<file path="config.mk">
export PLATFORM = sky130hd
export DESIGN_NAME = rx_scatter_engine
export DESIGN_NICKNAME = d
export VERILOG_FILES = /design/src/rtl/rxse_pkg.sv /design/src/rtl/rxse_crc.sv /design/src/rtl/rxse_size.sv /design/src/rtl/rxse_ring.sv /design/src/rtl/rx_scatter_engine.sv
export SDC_FILE = /design/constraint.sdc
export NUM_CORES = 1
export LEC_CHECK = 0
export ABC_AREA = 1
export BUFFER_PORTS_ARGS = -buffer_cell sky130_fd_sc_hd__buf_4
export CORE_AREA = 2 2 207 209
export DETAILED_ROUTE_END_ITERATION = 7
export DIE_AREA = 0 0 209 211
export PLACE_DENSITY = 0.62
export SLEW_MARGIN = 20
export SYNTH_ARGS = -nofsm -noshare
export SYNTH_HDL_FRONTEND = slang
export SYNTH_SLANG_ARGS = --single-unit
</file>
<file path="constraint.sdc">
create_clock -name clk -period 2.2 [get_ports clk]
set_input_delay 0.11 -clock clk [delete_from_list [all_inputs] [get_ports clk]]
set_output_delay 0.11 -clock clk [all_outputs]
set_load 0.05 [all_outputs]
</file>
<file path="src/rtl/rxse_pkg.sv">
package rxse_pkg;

  // descriptor word 0 flag positions inside the upper half-word
  localparam int FL_EMPTY = 15;
  localparam int FL_WRAP  = 13;
  localparam int FL_LAST  = 11;
  localparam int FL_LGERR = 5;
  localparam int FL_TRUNC = 0;

  typedef enum logic [2:0] {
    S_IDLE, S_RD, S_RW, S_RG, S_MOVE, S_WB, S_DRAIN
  } st_t;

  typedef enum logic [1:0] {RD_PEEK, RD_W0, RD_W1} rd_t;

  function automatic logic [31:0] crc_step(input logic [31:0] c, input logic [7:0] b);
    logic [31:0] r;
    r = c ^ {24'h0, b};
    for (int i = 0; i < 8; i++)
      r = r[0] ? ((r >> 1) ^ 32'hEDB88320) : (r >> 1);
    return r;
  endfunction

endpackage

</file>
<file path="src/rtl/rxse_crc.sv">
module rxse_crc (
  input  logic        clk,
  input  logic        rst,
  input  logic        clr,
  input  logic        en,
  input  logic [7:0]  din,
  output logic [31:0] fin
);
  import rxse_pkg::*;

  logic [31:0] acc;

  always_ff @(posedge clk) begin
    if (rst || clr) acc <= '1;
    else if (en)    acc <= crc_step(acc, din);
  end

  assign fin = ~acc;
endmodule

</file>
<file path="src/rtl/rxse_size.sv">
module rxse_size #(
  parameter int MAX_FRAME = 2048
) (
  input  logic        clk,
  input  logic        rst,
  input  logic        clr,
  input  logic        take,
  output logic        keep,
  output logic        trunc,
  output logic [15:0] stored
);
  localparam int CW       = $clog2(MAX_FRAME + 1);
  localparam int KEEP_LIM = MAX_FRAME - 4;

  logic [CW-1:0] kept;

  assign keep   = kept < CW'(KEEP_LIM);
  assign stored = 16'(kept) + 16'd4;

  always_ff @(posedge clk) begin
    if (rst || clr) begin
      kept  <= '0;
      trunc <= 1'b0;
    end else if (take) begin
      if (keep) kept  <= kept + 1'b1;
      else      trunc <= 1'b1;
    end
  end
endmodule

</file>
<file path="src/rtl/rxse_ring.sv">
module rxse_ring #(
  parameter int AW = 32
) (
  input  logic          clk,
  input  logic          rst,
  input  logic          ctl_en,
  input  logic [AW-1:0] ring_base,
  input  logic          adv,
  input  logic          wrap,
  output logic [AW-1:0] cur
);
  localparam logic [AW-1:0] DESC_STEP  = AW'(8);
  localparam logic [AW-1:0] ALIGN_MASK = ~AW'(3);

  logic [AW-1:0] base_al;
  assign base_al = ring_base & ALIGN_MASK;

  always_ff @(posedge clk) begin
    if (rst || !ctl_en) cur <= base_al;
    else if (adv)       cur <= wrap ? base_al : cur + DESC_STEP;
  end
endmodule

</file>
<file path="src/rtl/rx_scatter_engine.sv">
module rx_scatter_engine #(
  parameter int AW        = 32,
  parameter int MAX_FRAME = 2048
) (
  input  logic          clk,
  input  logic          rst,
  input  logic          ctl_en,
  input  logic          rx_kick,
  input  logic [AW-1:0] ring_base,
  input  logic [15:0]   max_buf,
  input  logic [15:0]   len_limit,
  input  logic          s_valid,
  input  logic [7:0]    s_data,
  input  logic          s_last,
  output logic          s_ready,
  output logic          mem_rd,
  output logic          mem_wr,
  output logic [AW-1:0] mem_addr,
  output logic [3:0]    mem_be,
  output logic [31:0]   mem_wdata,
  input  logic [31:0]   mem_rdata,
  output logic          rx_on,
  output logic          ev_buf,
  output logic          ev_frame
);
  import rxse_pkg::*;

  localparam logic [15:0]   MB_MASK   = 16'h07F0;
  localparam logic [AW-1:0] WORD_STEP = AW'(4);
  localparam logic [AW-1:0] AL_MASK   = ~AW'(3);

  st_t           st;
  rd_t           rsel;
  logic          phase_crc, fin_q;
  logic [1:0]    crc_idx;
  logic [15:0]   dflags;
  logic [AW-1:0] bufaddr, cur;
  logic [10:0]   bcnt;
  logic [15:0]   mb;
  logic [31:0]   crc_fin;
  logic          keep, trunc, lenerr;
  logic [15:0]   stored;
  logic          frame_start, take, wr_now, last_now, full_now;
  logic [7:0]    cbyte, byte_now;
  logic [15:0]   wb_flags;

  assign mb          = max_buf & MB_MASK;
  assign s_ready     = (st == S_MOVE && !phase_crc) || st == S_DRAIN;
  assign frame_start = st == S_IDLE && ctl_en && rx_on && s_valid;
  assign take        = st == S_MOVE && !phase_crc && s_valid;
  assign cbyte       = 8'(crc_fin >> {~crc_idx, 3'b000});
  assign byte_now    = phase_crc ? cbyte : s_data;
  assign wr_now      = st == S_MOVE && (phase_crc || (s_valid && keep));
  assign last_now    = phase_crc && crc_idx == 2'd3;
  assign full_now    = {5'b0, bcnt + 11'd1} == mb;
  assign lenerr      = trunc || (stored > len_limit);

  always_comb begin
    wb_flags = dflags;
    wb_flags[FL_EMPTY] = 1'b0;
    if (fin_q) begin
      wb_flags[FL_LAST]  = 1'b1;
      wb_flags[FL_LGERR] = lenerr;
      wb_flags[FL_TRUNC] = trunc;
    end
  end

  rxse_crc u_crc (
    .clk(clk), .rst(rst), .clr(frame_start), .en(take), .din(s_data), .fin(crc_fin)
  );

  rxse_size #(.MAX_FRAME(MAX_FRAME)) u_size (
    .clk(clk), .rst(rst), .clr(frame_start), .take(take),
    .keep(keep), .trunc(trunc), .stored(stored)
  );

  rxse_ring #(.AW(AW)) u_ring (
    .clk(clk), .rst(rst), .ctl_en(ctl_en), .ring_base(ring_base),
    .adv(st == S_WB), .wrap(dflags[FL_WRAP]), .cur(cur)
  );

  always_ff @(posedge clk) begin
    if (rst) begin
      st        <= S_IDLE;
      rsel      <= RD_PEEK;
      phase_crc <= 1'b0;
      fin_q     <= 1'b0;
      crc_idx   <= '0;
      dflags    <= '0;
      bufaddr   <= '0;
      bcnt      <= '0;
      rx_on     <= 1'b0;
      mem_rd    <= 1'b0;
      mem_wr    <= 1'b0;
      mem_addr  <= '0;
      mem_be    <= '0;
      mem_wdata <= '0;
      ev_buf    <= 1'b0;
      ev_frame  <= 1'b0;
    end else begin
      mem_rd   <= 1'b0;
      mem_wr   <= 1'b0;
      ev_buf   <= 1'b0;
      ev_frame <= 1'b0;
      case (st)
        S_IDLE: begin
          if (frame_start) begin
            phase_crc <= 1'b0;
            crc_idx   <= '0;
            bcnt      <= '0;
            rsel      <= RD_W0;
            st        <= S_RD;
          end else if (ctl_en && !rx_on && rx_kick) begin
            rsel <= RD_PEEK;
            st   <= S_RD;
          end
        end
        S_RD: begin
          mem_rd   <= 1'b1;
          mem_addr <= (rsel == RD_W1) ? cur + WORD_STEP : cur;
          st       <= S_RW;
        end
        S_RW: st <= S_RG;
        S_RG: begin
          case (rsel)
            RD_PEEK: begin
              rx_on <= mem_rdata[16 + FL_EMPTY] && ctl_en;
              st    <= S_IDLE;
            end
            RD_W0: begin
              dflags <= mem_rdata[31:16];
              if (!mem_rdata[16 + FL_EMPTY]) begin
                if (phase_crc) begin
                  rsel <= RD_PEEK;
                  st   <= S_RD;
                end else begin
                  st <= S_DRAIN;
                end
              end else begin
                rsel <= RD_W1;
                st   <= S_RD;
              end
            end
            default: begin
              bufaddr <= mem_rdata[AW-1:0] & AL_MASK;
              st      <= S_MOVE;
            end
          endcase
        end
        S_MOVE: begin
          if (take && s_last) begin
            phase_crc <= 1'b1;
            crc_idx   <= '0;
          end
          if (phase_crc) crc_idx <= crc_idx + 2'd1;
          if (wr_now) begin
            mem_wr    <= 1'b1;
            mem_addr  <= bufaddr + AW'({bcnt[10:2], 2'b00});
            mem_be    <= 4'b0001 << bcnt[1:0];
            mem_wdata <= {4{byte_now}};
            bcnt      <= bcnt + 11'd1;
            if (last_now || full_now) begin
              fin_q <= last_now;
              st    <= S_WB;
            end
          end
        end
        S_WB: begin
          mem_wr    <= 1'b1;
          mem_be    <= 4'hF;
          mem_addr  <= cur;
          mem_wdata <= {wb_flags, 5'b0, bcnt};
          ev_buf    <= !fin_q;
          ev_frame  <= fin_q;
          bcnt      <= '0;
          rsel      <= fin_q ? RD_PEEK : RD_W0;
          st        <= S_RD;
        end
        S_DRAIN: begin
          if (s_valid && s_last) begin
            rsel <= RD_PEEK;
            st   <= S_RD;
          end
        end
        default: st <= S_IDLE;
      endcase
      if (!ctl_en) rx_on <= 1'b0;
    end
  end
endmodule

</file>
==> results.sh, run 1 <==
export IMPL_r2r_start="bufaddr[2]"
export IMPL_max_cap_viol_count=0
export IMPL_reg2reg_slack_ns=0.03
export IMPL_crit_path_end_kind="flop"
export IMPL_viasPerCell=4.97
export IMPL_die_area_sq_um=44100
export IMPL_cts_root_buffer="clkbuf_16"
export IMPL_yosys_warnings=0
export IMPL_power_density_nw_per_um2=927
export IMPL_grt_overflow_total=0
export IMPL_die_width_microns=209
export IMPL_r2r_end="mem_addr[14]"
export IMPL_drive_gt1_share_pct=20.1
export IMPL_status="completed"
export IMPL_initial_core_util_pct=31.6
export IMPL_crit_path_end="mem_addr[14]"
export IMPL_grt_pass1_vias=13311
export IMPL_async_reset_ff_share_pct=0
export IMPL_fin_crit_sh_pct=98.6
export IMPL_synth_cell_area_sq_um=13200
export IMPL_skew_ns=0.0195
export IMPL_crit_required_ns=2.63
export IMPL_wl_per_cell_microns=17.1
export IMPL_yosys_area_top_type_share_pct=27.9
export IMPL_antenna_found_initial=0
export IMPL_fmax_mhz=461
export IMPL_totalPowerFinal_uw=16000
export IMPL_hpwl_mm=35.9
export IMPL_gp_congestion=0.901
export IMPL_numPortBuffers=170
export IMPL_yosys_register_bits=214
export IMPL_fin_hold_ws_ns=0.0423
export IMPL_critPathMaxStageDelay_ns=0.35
export IMPL_synth_most_common_cell="nand2_1"
export IMPL_drt_wl_total_mm=46.9
export IMPL_min_path_type="primary input to flop"
export IMPL_yosysSeqAreaShare_pct=34.7
export IMPL_synthCells=1909
export IMPL_n_antenna_cell=0
export IMPL_clkLatencyLatePin_ns=0.55
export IMPL_setup_tns_ns=0
export IMPL_syn_avg_cell_area_sq_um=6.91
export IMPL_boundaryPins=184
export IMPL_slew_headroom_pct=57.9
export IMPL_num_vias=13649
export IMPL_final_area_sq_um=17300
export IMPL_cts_path_max_buffers=3
export IMPL_core_sq_um=41800
export IMPL_min_path_cells=4
export IMPL_syn2layout_area_growth_pct=31.1
export IMPL_p_leak_uw=0.00755
export IMPL_synth_largest_area_cell="dfxtp_1"
export IMPL_synth_edf_count=30
export IMPL_r2r_cells=13
export IMPL_grt_max_degree=59
export IMPL_fin_cells=2748
export IMPL_maxSlewViolCount=0
export IMPL_nets=2336
export IMPL_cpMaxStageDelayCell="dfxtp_2"
export IMPL_fp_dieH_microns=211
export IMPL_cts_inserted_buffers=24
export IMPL_drtAntennaViolNets=0
export IMPL_path_cells="ha_4, inv_2, fa_2, inv_2, nand2_4, a21oi_4, nand3_2, o211ai_1, buf_4, xor2_1, nand2_1, nand3_2, a21oi_2"
export IMPL_drc_errors=0
export IMPL_critical_path_max_fanout=4
export IMPL_hold_violations=0
export IMPL_path_class="flop to flop"
export IMPL_cts_sinks=214
export IMPL_vdd_drop_max_v=0.000557
export IMPL_synthTopCellsByCount="359 x nand2_1, 222 x inv_1, 196 x a21oi_1, 184 x dfxtp_1, 184 x nor2_1"
export IMPL_final_setup_viol_count=0
export IMPL_drt_initial_drc_count=977
export IMPL_path_clk_slew_ns=0.06
export IMPL_yosys_top_cells_area="dfxtp_1 28%, nand2_1 10%, a21oi_1 7.4%"
export IMPL_placed_cells=2633
export IMPL_htree_num_levels=1
export IMPL_synth_cell_types=56
export IMPL_synth_nets=2051
export IMPL_drt_pass1_iter_count=5
export IMPL_rows=75
export IMPL_track_usage_pct=21.0
export IMPL_cts_tree="yes"
export IMPL_placed_area_sq_um=15600
export IMPL_cp_startpoint="bufaddr[2]"
export IMPL_rsz0062_at_grt="yes"
export IMPL_final_min_clock_period_ns=2.17
export IMPL_worstMarginPinSlew_ns=0.631
export IMPL_synthFlopType="dfxtp_1"
export IMPL_grt_pass1_wl_mm=73.6
export IMPL_critPathLaunchType="flop"
export IMPL_worstPathArrival_ns=2.59
logic make-up (layout without fill, tap and decap cells):
| kind of cell | count (synthesis) | count (layout) | share of synthesized area [%] |
|---|---|---|---|
| AO/OA/AOI/OAI | 468 | 468 | 19.3 |
| multiplexers | 1 | 1 | 0.0758 |
| adder cells (fa/ha/maj) | 32 | 32 | 3.09 |
| buffers and inverters | 311 | 611 | 9.34 |
| flip-flops | 214 | 214 | 34.7 |
| XOR/XNOR | 99 | 99 | 7.39 |
| AND/OR/NAND/NOR | 784 | 784 | 26.1 |
sequential cells by signal (all words and copies together), names as in the netlist:
name and count:
bcnt 11, bufaddr 30, crc_idx 2, dflags 15, ev_buf 1, ev_frame 1, fin_q 1, mem_addr 32
mem_be 4, mem_rd 1, mem_wdata 31, mem_wr 1, phase_crc 1, rsel 2, rx_on 1, st 3
u_crc.acc 32, u_ring.cur 32, u_size.kept 12, u_size.trunc 1
critical path: cells and delay by family (launching register included):
kind	cells	cell delay, ns
AO/OA/AOI/OAI	3	0.42
AND/OR/NAND/NOR	4	0.30
adder cells (fa/ha/maj)	2	0.47
XOR/XNOR	1	0.17
buffers and inverters	3	0.32
flip-flops	1	0.35
where the power goes:
group / leakage (uW) / switching, uW / total (uW) / internal, uW
clock: 0.000373 / 1680 / 3970 / 2290
combinational: 0.00536 / 4390 / 6820 / 2430
sequential: 0.00181 / 621 / 5250 / 4630
worst min-delay path by stage:
| stage | start | end | slack (ns) |
|---|---|---|---|
| 6_report | s_valid | u_crc.acc[25] | 0.04 |
| 5_1_grt | s_valid | u_crc.acc[11] | 0.05 |
| 4_1_cts | s_valid | u_crc.acc[25] | 0.02 |
| 3_5_place_dp | rst | crc_idx[0] | 0.34 |
| 3_3_place_gp | rst | crc_idx[0] | 0.33 |
| 2_1_floorplan | mem_rdata[16] | dflags[0] | 0.24 |
cell usage in the layout (no fill, tap or decap), drive strengths merged, types with 63 or more instances in the layout:
cell type	synthesis	final
nand2	389	389
buf	20	272
inv	233	234
nor2	203	203
a21oi	198	198
o21ai	186	186
dfxtp	184	184
nand3	119	119
xor2	75	75
dlygate4sd3	0	63
final cells by class:
class	instances	area [sq um]
repair buffers	336	2790
flip-flops and latches	214	4590
clock inverters	5	61.3
inverters	234	886
well taps	539	674
clock buffers	36	696
fillers	4298	24500
multi-input cells	1384	7610
through the flow:
stage | utilization, % | setup slack, ns
global route | 41.4 | -0.0788
floorplan | - | 0.00468
global placement | 37.3 | -0.0114
detailed placement | 37.3 | -0.0348
finish | 41.4 | 0.0307
CTS | 40.7 | 0.00172
timing repair:
| action | 4_1_cts | 5_1_grt |
|---|---|---|
| hold buffers | 63 | 0 |
| buffers inserted | 1 | 9 |
| gates cloned | 0 | 1 |
| resized for setup | 10 | 53 |
| endpoints found under the setup margin | 10 | 66 |
| pin swaps | 4 | 12 |
| hold endpoints to repair | 80 | 0 |
metal layers:
metal,global-route usage (%),wire [microns],vias up
met1,28.7,21200,6334
met4,6.95,1500,0
met2,34.3,21500,371
met3,2.42,2680,82
met5,0,0,-
li1,-,-,6862
Power figures use the tool's default switching activity.
==> run 2, diff against run 1 <==
--- a/config.mk
+++ b/config.mk
@@ -7,11 +7,12 @@
 export LEC_CHECK = 0
 export ABC_AREA = 1
 export BUFFER_PORTS_ARGS = -buffer_cell sky130_fd_sc_hd__buf_4
-export CORE_AREA = 2 2 207 209
+export CORE_AREA = 2 2 215 217
 export DETAILED_ROUTE_END_ITERATION = 7
-export DIE_AREA = 0 0 209 211
+export DIE_AREA = 0 0 217 219
 export PLACE_DENSITY = 0.62
 export SLEW_MARGIN = 20
 export SYNTH_ARGS = -nofsm -noshare
 export SYNTH_HDL_FRONTEND = slang
+export SYNTH_HIERARCHICAL = 1
 export SYNTH_SLANG_ARGS = --single-unit
==> run 2 against run 1 <==
  * The run now ends with setup timing left
  * Clock skew hardly changed
  * Cell area is 7.4% higher
  * Critical path depth is 4 higher
  * Clock power is 28% higher
  * Critical path type unchanged
  * Highest routed layer unchanged
==> results.sh, run 2 <==
export IMPL_status="finished with violations"
export IMPL_violations="setup timing"
export IMPL_async_reset_ff_share_pct=0
export IMPL_worstPathArrival_ns=2.74
export IMPL_pre_cts_slack_ns=-0.134
export IMPL_path_clk_slew_ns=0.06
export IMPL_min_path_type="primary input to flop"
export IMPL_hpwl_mm=40.1
export IMPL_power_density_nw_per_um2=927
export IMPL_drt_pass1_iter_count=8
export IMPL_initial_core_util_pct=31.8
export IMPL_synth_cell_types=56
export IMPL_die_area_sq_um=47500
export IMPL_yosys_top_cells_area="dfxtp_1 26%, nand2_1 18%, inv_1 6.4%"
export IMPL_mostFrequentLayoutCell="nand2_1"
export IMPL_crit_required_ns=2.62
export IMPL_hp_start="rst"
export IMPL_die_width_microns=217
export IMPL_drive_gt1_share_pct=17.6
export IMPL_fp_dieH_microns=219
export IMPL_vdd_drop_max_v=0.000535
export IMPL_final_min_clock_period_ns=2.32
export IMPL_cts_root_buffer="clkbuf_16"
export IMPL_synth_largest_area_cell="dfxtp_1"
export IMPL_yosys_warnings=6
export IMPL_fin_ws_ns=-0.117
export IMPL_synthTopCellsByCount="679 x nand2_1, 244 x inv_1, 237 x nor2_1, 184 x dfxtp_1, 180 x nand3_1"
export IMPL_htree_num_levels=1
export IMPL_boundaryPins=184
export IMPL_cp_startpoint="u_size/kept[2]"
export IMPL_multi_input_area_sq_um=8480
export IMPL_yosys_area_top_type_share_pct=25.7
export IMPL_clkLatencyLatePin_ns=0.56
export IMPL_gp_congestion=0.923
export IMPL_drt_initial_drc_count=1525
export IMPL_holdPathEnd="bufaddr[8]"
export IMPL_reg2reg_slack_ns=-0.12
export IMPL_wl_per_cell_microns=16.8
export IMPL_worstMarginPinSlew_ns=0.681
export IMPL_final_setup_viol_count=1
export IMPL_fin_hold_ws_ns=0.0328
export IMPL_critPathLaunchType="flop"
export IMPL_synth_edf_count=30
export IMPL_rows=78
export IMPL_n_antenna_cell=0
export IMPL_syn2layout_area_growth_pct=29.6
export IMPL_p_leak_uw=0.00842
export IMPL_grt_pass1_vias=14809
export IMPL_yosysSeqAreaShare_pct=32.0
export IMPL_drc_errors=0
export IMPL_critPathMaxStageDelay_ns=0.35
export IMPL_crit_path_end_kind="flop"
export IMPL_antenna_found_initial=0
export IMPL_syn_avg_cell_area_sq_um=6.34
export IMPL_path_cells="ha_4, nand2_4, inv_2, nand2_2, nor2_2, nand2_1, xor2_1, ha_1, nand2_1, inv_1, nand4_1, nor4_2, nor2_1, nand2_1, nand3_2, a21oi_2, nor2_1"
export IMPL_drt_wl_total_mm=53.2
export IMPL_viasPerCell=5.04
export IMPL_hold_violations=0
export IMPL_fmax_mhz=432
export IMPL_synth_cell_area_sq_um=14300
export IMPL_cts_tree="yes"
export IMPL_grt_max_degree=51
export IMPL_cts_sinks=214
export IMPL_track_usage_pct=21.6
export IMPL_drtAntennaViolNets=0
export IMPL_placed_area_sq_um=16700
export IMPL_r2r_end="mem_wdata[21]"
export IMPL_slew_headroom_pct=54.4
export IMPL_path_delay_family="simple AND/OR/NAND/NOR gates"
export IMPL_fillers=4787
export IMPL_skew_ns=0.0196
export IMPL_fin_crit_sh_pct=105
export IMPL_max_cap_viol_count=0
export IMPL_min_path_cells=2
export IMPL_totalPowerFinal_uw=17200
export IMPL_synthFlopType="dfxtp_1"
export IMPL_cp_depth=17
export IMPL_grt_pass1_wl_mm=81.4
export IMPL_final_cell_mix="665 x nand2_1, 264 x buf_4, 241 x inv_1"
export IMPL_path_class="flop to flop"
export IMPL_grt_overflow_total=0
export IMPL_rsz0062_at_grt="yes"
export IMPL_worst_path_most_repeated_cell="nand2_1"
export IMPL_r2r_cells=17
export IMPL_cts_inserted_buffers=27
export IMPL_critical_path_max_fanout=3
export IMPL_synth_most_common_cell="nand2_1"
export IMPL_cts_path_max_buffers=3
export IMPL_core_sq_um=45100
export IMPL_num_vias=15928
export IMPL_yosys_register_bits=214
export IMPL_cpMaxStageDelayCell="dfxtp_2"
export IMPL_nets=2687
export IMPL_numPortBuffers=170
export IMPL_seqCellArea_sq_um=4590
export IMPL_post_route_util_pct=41.2
export IMPL_r2r_start="u_size/kept[2]"
export IMPL_final_area_sq_um=18600
export IMPL_maxSlewViolCount=0
export IMPL_synthCells=2263
export IMPL_top_regs="mem_addr: 32 flops, u_crc/acc: 32 flops, u_ring/cur: 32 flops"
export IMPL_critPathBufInv=2
-- run 2: how the worst max path moves through the flow --
stage / end / slack, ns
detailed placement: mem_addr[15] / -0.13
floorplan: mem_wdata[21] / 0.007
CTS: mem_wdata[21] / -0.06
global placement: mem_addr[15] / -0.07
global route: mem_wdata[21] / -0.33
finish: mem_wdata[21] / -0.12
-- run 2: kinds of logic (layout without fill, tap and decap cells) --
kind of cell               count (synthesis)  after routing  synth area share (%)
adders and majority gates                 35             35                  3.11
xor gates and xnor gates                  46             46                  2.86
buffers and inverters                    346            644                  10.3
DFF                                      214            214                  32.0
other                                      1              3                0.0262
muxes                                      8              8                 0.558
AOI/OAI and AO/OA                        397            397                  15.3
and+or+nand+nor                         1216           1216                  36.0
-- run 2: what timing repair did --
item,CTS,global route
buffers inserted,0,6
gates cloned,0,0
endpoints found under the hold margin,79,0
hold buffers,64,0
setup endpoints to repair,25,78
gates resized for setup,9,58
pin swaps,1,17
-- run 2: layer usage --
layer  wire length [microns]  up-vias  global-route usage (%)
li1                        -     7909                       -
met3                    3180       74                    2.25
met2                   25300      535                    37.5
met5                       0        -                       0
met1                   23100     7410                    28.1
met4                    1580        0                    7.17
-- run 2: metrics by stage --
step | TNS [ns] | instances
final | -0.117 | 3163
after CTS | -0.0614 | 3157
after global placement | -0.399 | 3043
after global routing | -0.422 | 3163
after floorplan | 0 | 2265
after detailed placement | -1.08 | 3043
-- run 2: final cells by class --
| type | instances | share of cell area (%) |
|---|---|---|
| sequential | 214 | 24.7 |
| tap | 600 | 4.04 |
| timing repair buffer | 336 | 14.9 |
| clock buffer | 38 | 4.48 |
| inverter | 258 | 5.24 |
| multi-input combinational | 1705 | 45.6 |
| clock inverter | 12 | 1.08 |
-- run 2: where the power goes --
part           leakage, uW  total, uW  internal, uW  switching [uW]
sequential         0.00181       5270          4610             668
clock             0.000496       5100          3230            1870
combinational      0.00611       6850          2250            4610
==> run 3, diff against run 2 <==
--- a/config.mk
+++ b/config.mk
@@ -6,11 +6,13 @@
 export NUM_CORES = 1
 export LEC_CHECK = 0
 export ABC_AREA = 1
-export BUFFER_PORTS_ARGS = -buffer_cell sky130_fd_sc_hd__buf_4
+export CAP_MARGIN = 0
 export CORE_AREA = 2 2 215 217
 export DETAILED_ROUTE_END_ITERATION = 7
 export DIE_AREA = 0 0 217 219
-export PLACE_DENSITY = 0.62
+export DONT_BUFFER_PORTS = 1
+export MAX_ROUTING_LAYER = met4
+export PLACE_DENSITY = 0.58
 export SLEW_MARGIN = 20
 export SYNTH_ARGS = -nofsm -noshare
 export SYNTH_HDL_FRONTEND = slang
==> run 3 against run 2 <==
  * The run ends with hold timing, setup timing left
  * Critical path depth is the same
  * Clock skew grew 0.016 ns
  * Clock-buffer cell count shrank 5
  * Combinational power shrank 21%
  * First-iteration DRC count shrank 4.1%
  * Global-route usage grew 0.84 points
  * Routed wire length grew 0.42%
  * Die area is the same
  * Fmax grew 3.5%
  * Utilization shrank 1.3 points
  * Clock power shrank 0.8%
  * Cell area shrank 3.3%
  * Largest power group is now sequential cells
==> results.sh, run 3 (same netlist as run 2, synthesis figures left out) <==
export IMPL_boundaryPins=184
export IMPL_num_vias=15539
export IMPL_critical_path_max_fanout=3
export IMPL_numPortBuffers=0
export IMPL_drive_gt1_share_pct=14.3
export IMPL_cts_sinks=214
export IMPL_rows=78
export IMPL_gp_congestion=0.899
export IMPL_die_width_microns=217
export IMPL_hpwl_mm=39.9
export IMPL_hold_violations=88
export IMPL_totalPowerFinal_uw=16800
export IMPL_cts_tree="yes"
export IMPL_path_cells="buf_6, nand2_4, nor2_4, nand2_2, buf_4, buf_4, buf_4, buf_4, buf_4, buf_4, buf_4, buf_4, buf_4, buf_4, nor2_2, nor2_1, nor2_1"
export IMPL_vdd_drop_max_v=0.000718
export IMPL_drt_initial_drc_count=1462
export IMPL_core_sq_um=45100
export IMPL_fp_dieH_microns=219
export IMPL_track_usage_pct=22.5
export IMPL_status="finished with violations"
export IMPL_initial_core_util_pct=31.8
export IMPL_path_clk_slew_ns=0.06
export IMPL_nets=2586
export IMPL_hp_start="rst"
export IMPL_clkLatencyLatePin_ns=0.59
export IMPL_fin_hold_ws_ns=-0.423
export IMPL_cts_hold_buf=86
export IMPL_worstPathArrival_ns=2.77
export IMPL_violations="hold timing, setup timing"
export IMPL_cpMaxStageDelayCell="dfxtp_2"
export IMPL_antenna_found_initial=1
export IMPL_cp_startpoint="u_size/kept[3]"
export IMPL_min_path_type="primary input to flop"
export IMPL_final_cell_mix="664 x nand2_1, 239 x inv_1, 221 x nor2_1"
export IMPL_max_cap_viol_count=0
export IMPL_drt_wl_total_mm=53.4
export IMPL_r2r_start="u_size/kept[3]"
export IMPL_critPathLaunchType="flop"
export IMPL_wl_per_cell_microns=17.4
export IMPL_cts_path_max_buffers=3
export IMPL_drt_pass1_iter_count=8
export IMPL_rsz0062_at_grt="yes"
export IMPL_final_setup_viol_count=2
export IMPL_grt_max_degree=83
export IMPL_top_regs="mem_addr: 32 flops, u_crc/acc: 32 flops, u_ring/cur: 32 flops"
export IMPL_grt_overflow_total=0
export IMPL_fin_crit_sh_pct=102
export IMPL_p_leak_uw=0.00795
export IMPL_cts_inserted_buffers=28
export IMPL_crit_required_ns=2.73
export IMPL_drc_errors=0
export IMPL_worst_path_most_repeated_cell="buf_4"
export IMPL_htree_num_levels=1
export IMPL_critPathMaxStageDelay_ns=0.36
export IMPL_fin_ws_ns=-0.0387
export IMPL_drtAntennaViolNets=0
export IMPL_cts_root_buffer="clkbuf_16"
export IMPL_fillers=4748
export IMPL_final_min_clock_period_ns=2.24
export IMPL_skew_ns=0.0355
export IMPL_slew_headroom_pct=56.8
export IMPL_maxSlewViolCount=0
export IMPL_path_class="flop to flop"
export IMPL_fmax_mhz=447
export IMPL_power_density_nw_per_um2=932
export IMPL_syn2layout_area_growth_pct=25.4
export IMPL_grt_pass1_vias=14645
export IMPL_worstMarginPinSlew_ns=0.647
export IMPL_die_area_sq_um=47500
export IMPL_viasPerCell=5.07
export IMPL_grt_pass1_wl_mm=82.0
export IMPL_seqCellArea_sq_um=4600
export IMPL_fin_cells=3065
export IMPL_mostFrequentLayoutCell="nand2_1"
export IMPL_multi_input_area_sq_um=8580
export IMPL_placed_cells=2905
export IMPL_crit_path_end_kind="flop"
run 3: final cells by class:
cell class | instances | area share [%]
clock buffer | 33 | 4.17
clock inverter | 19 | 1.52
antenna | 2 | 0.0278
timing repair buffer | 234 | 11.4
sequential | 214 | 25.6
inverter | 258 | 5.46
tap | 600 | 4.18
multi-input combinational | 1705 | 47.7
run 3: power by group:
group	internal [uW]	switching [uW]	leakage, uW
clock	3050	2010	0.000484
sequential	4610	1650	0.00181
combinational	1890	3540	0.00565
total	9550	7200	0.00795
run 3: path summary, 6_finish.rpt:
path / depth (start not counted) / endpoint / slack, ns
worst max register to register: 17 / u_size/kept[11] / -0.04
worst max-delay path: 17 / u_size/kept[11] / -0.04
worst min-delay path: 1 / mem_wdata[30] / -0.42
worst min register to register: 2 / u_ring/cur[0] / 0.44
run 3: per-layer routing:
| metal | global-route usage, % | part of all wire, % | up-vias |
|---|---|---|---|
| met3 | 3.56 | 7.0 | 94 |
| li1 | - | - | 7701 |
| met2 | 37.6 | 47 | 508 |
| met1 | 27.5 | 42 | 7236 |
| met5 | - | 0 | - |
| met4 | 7.79 | 3.7 | 0 |
run 3: stage by stage:
step / setup TNS, ns / instance area [sq um] / utilization, % / setup WS (ns)
2_1_floorplan: 0 / 14300 / - / 0.00706
3_3_place_gp: -0.540 / 15600 / 34.6 / -0.0847
3_5_place_dp: -1.09 / 15600 / 34.6 / -0.0964
4_1_cts: 0 / 17700 / 39.2 / 0.00112
5_1_grt: -1.28 / 18000 / 39.9 / -0.208
6_report: -0.0617 / 18000 / 39.9 / -0.0387
run 3: critical path: cells and delay by family, from the launching register on:
family | cells | cell delay [ns]
buf+inv | 11 | 1.34
flops | 1 | 0.36
simple gates | 6 | 0.45
run 3: timing repair:
item | 4_1_cts | 5_1_grt
buffers inserted | 14 | 5
hold endpoints to repair | 205 | 84
pin swaps | 6 | 8
setup endpoints to repair | 41 | 82
gates resized for setup | 26 | 78
gates cloned | 1 | 0
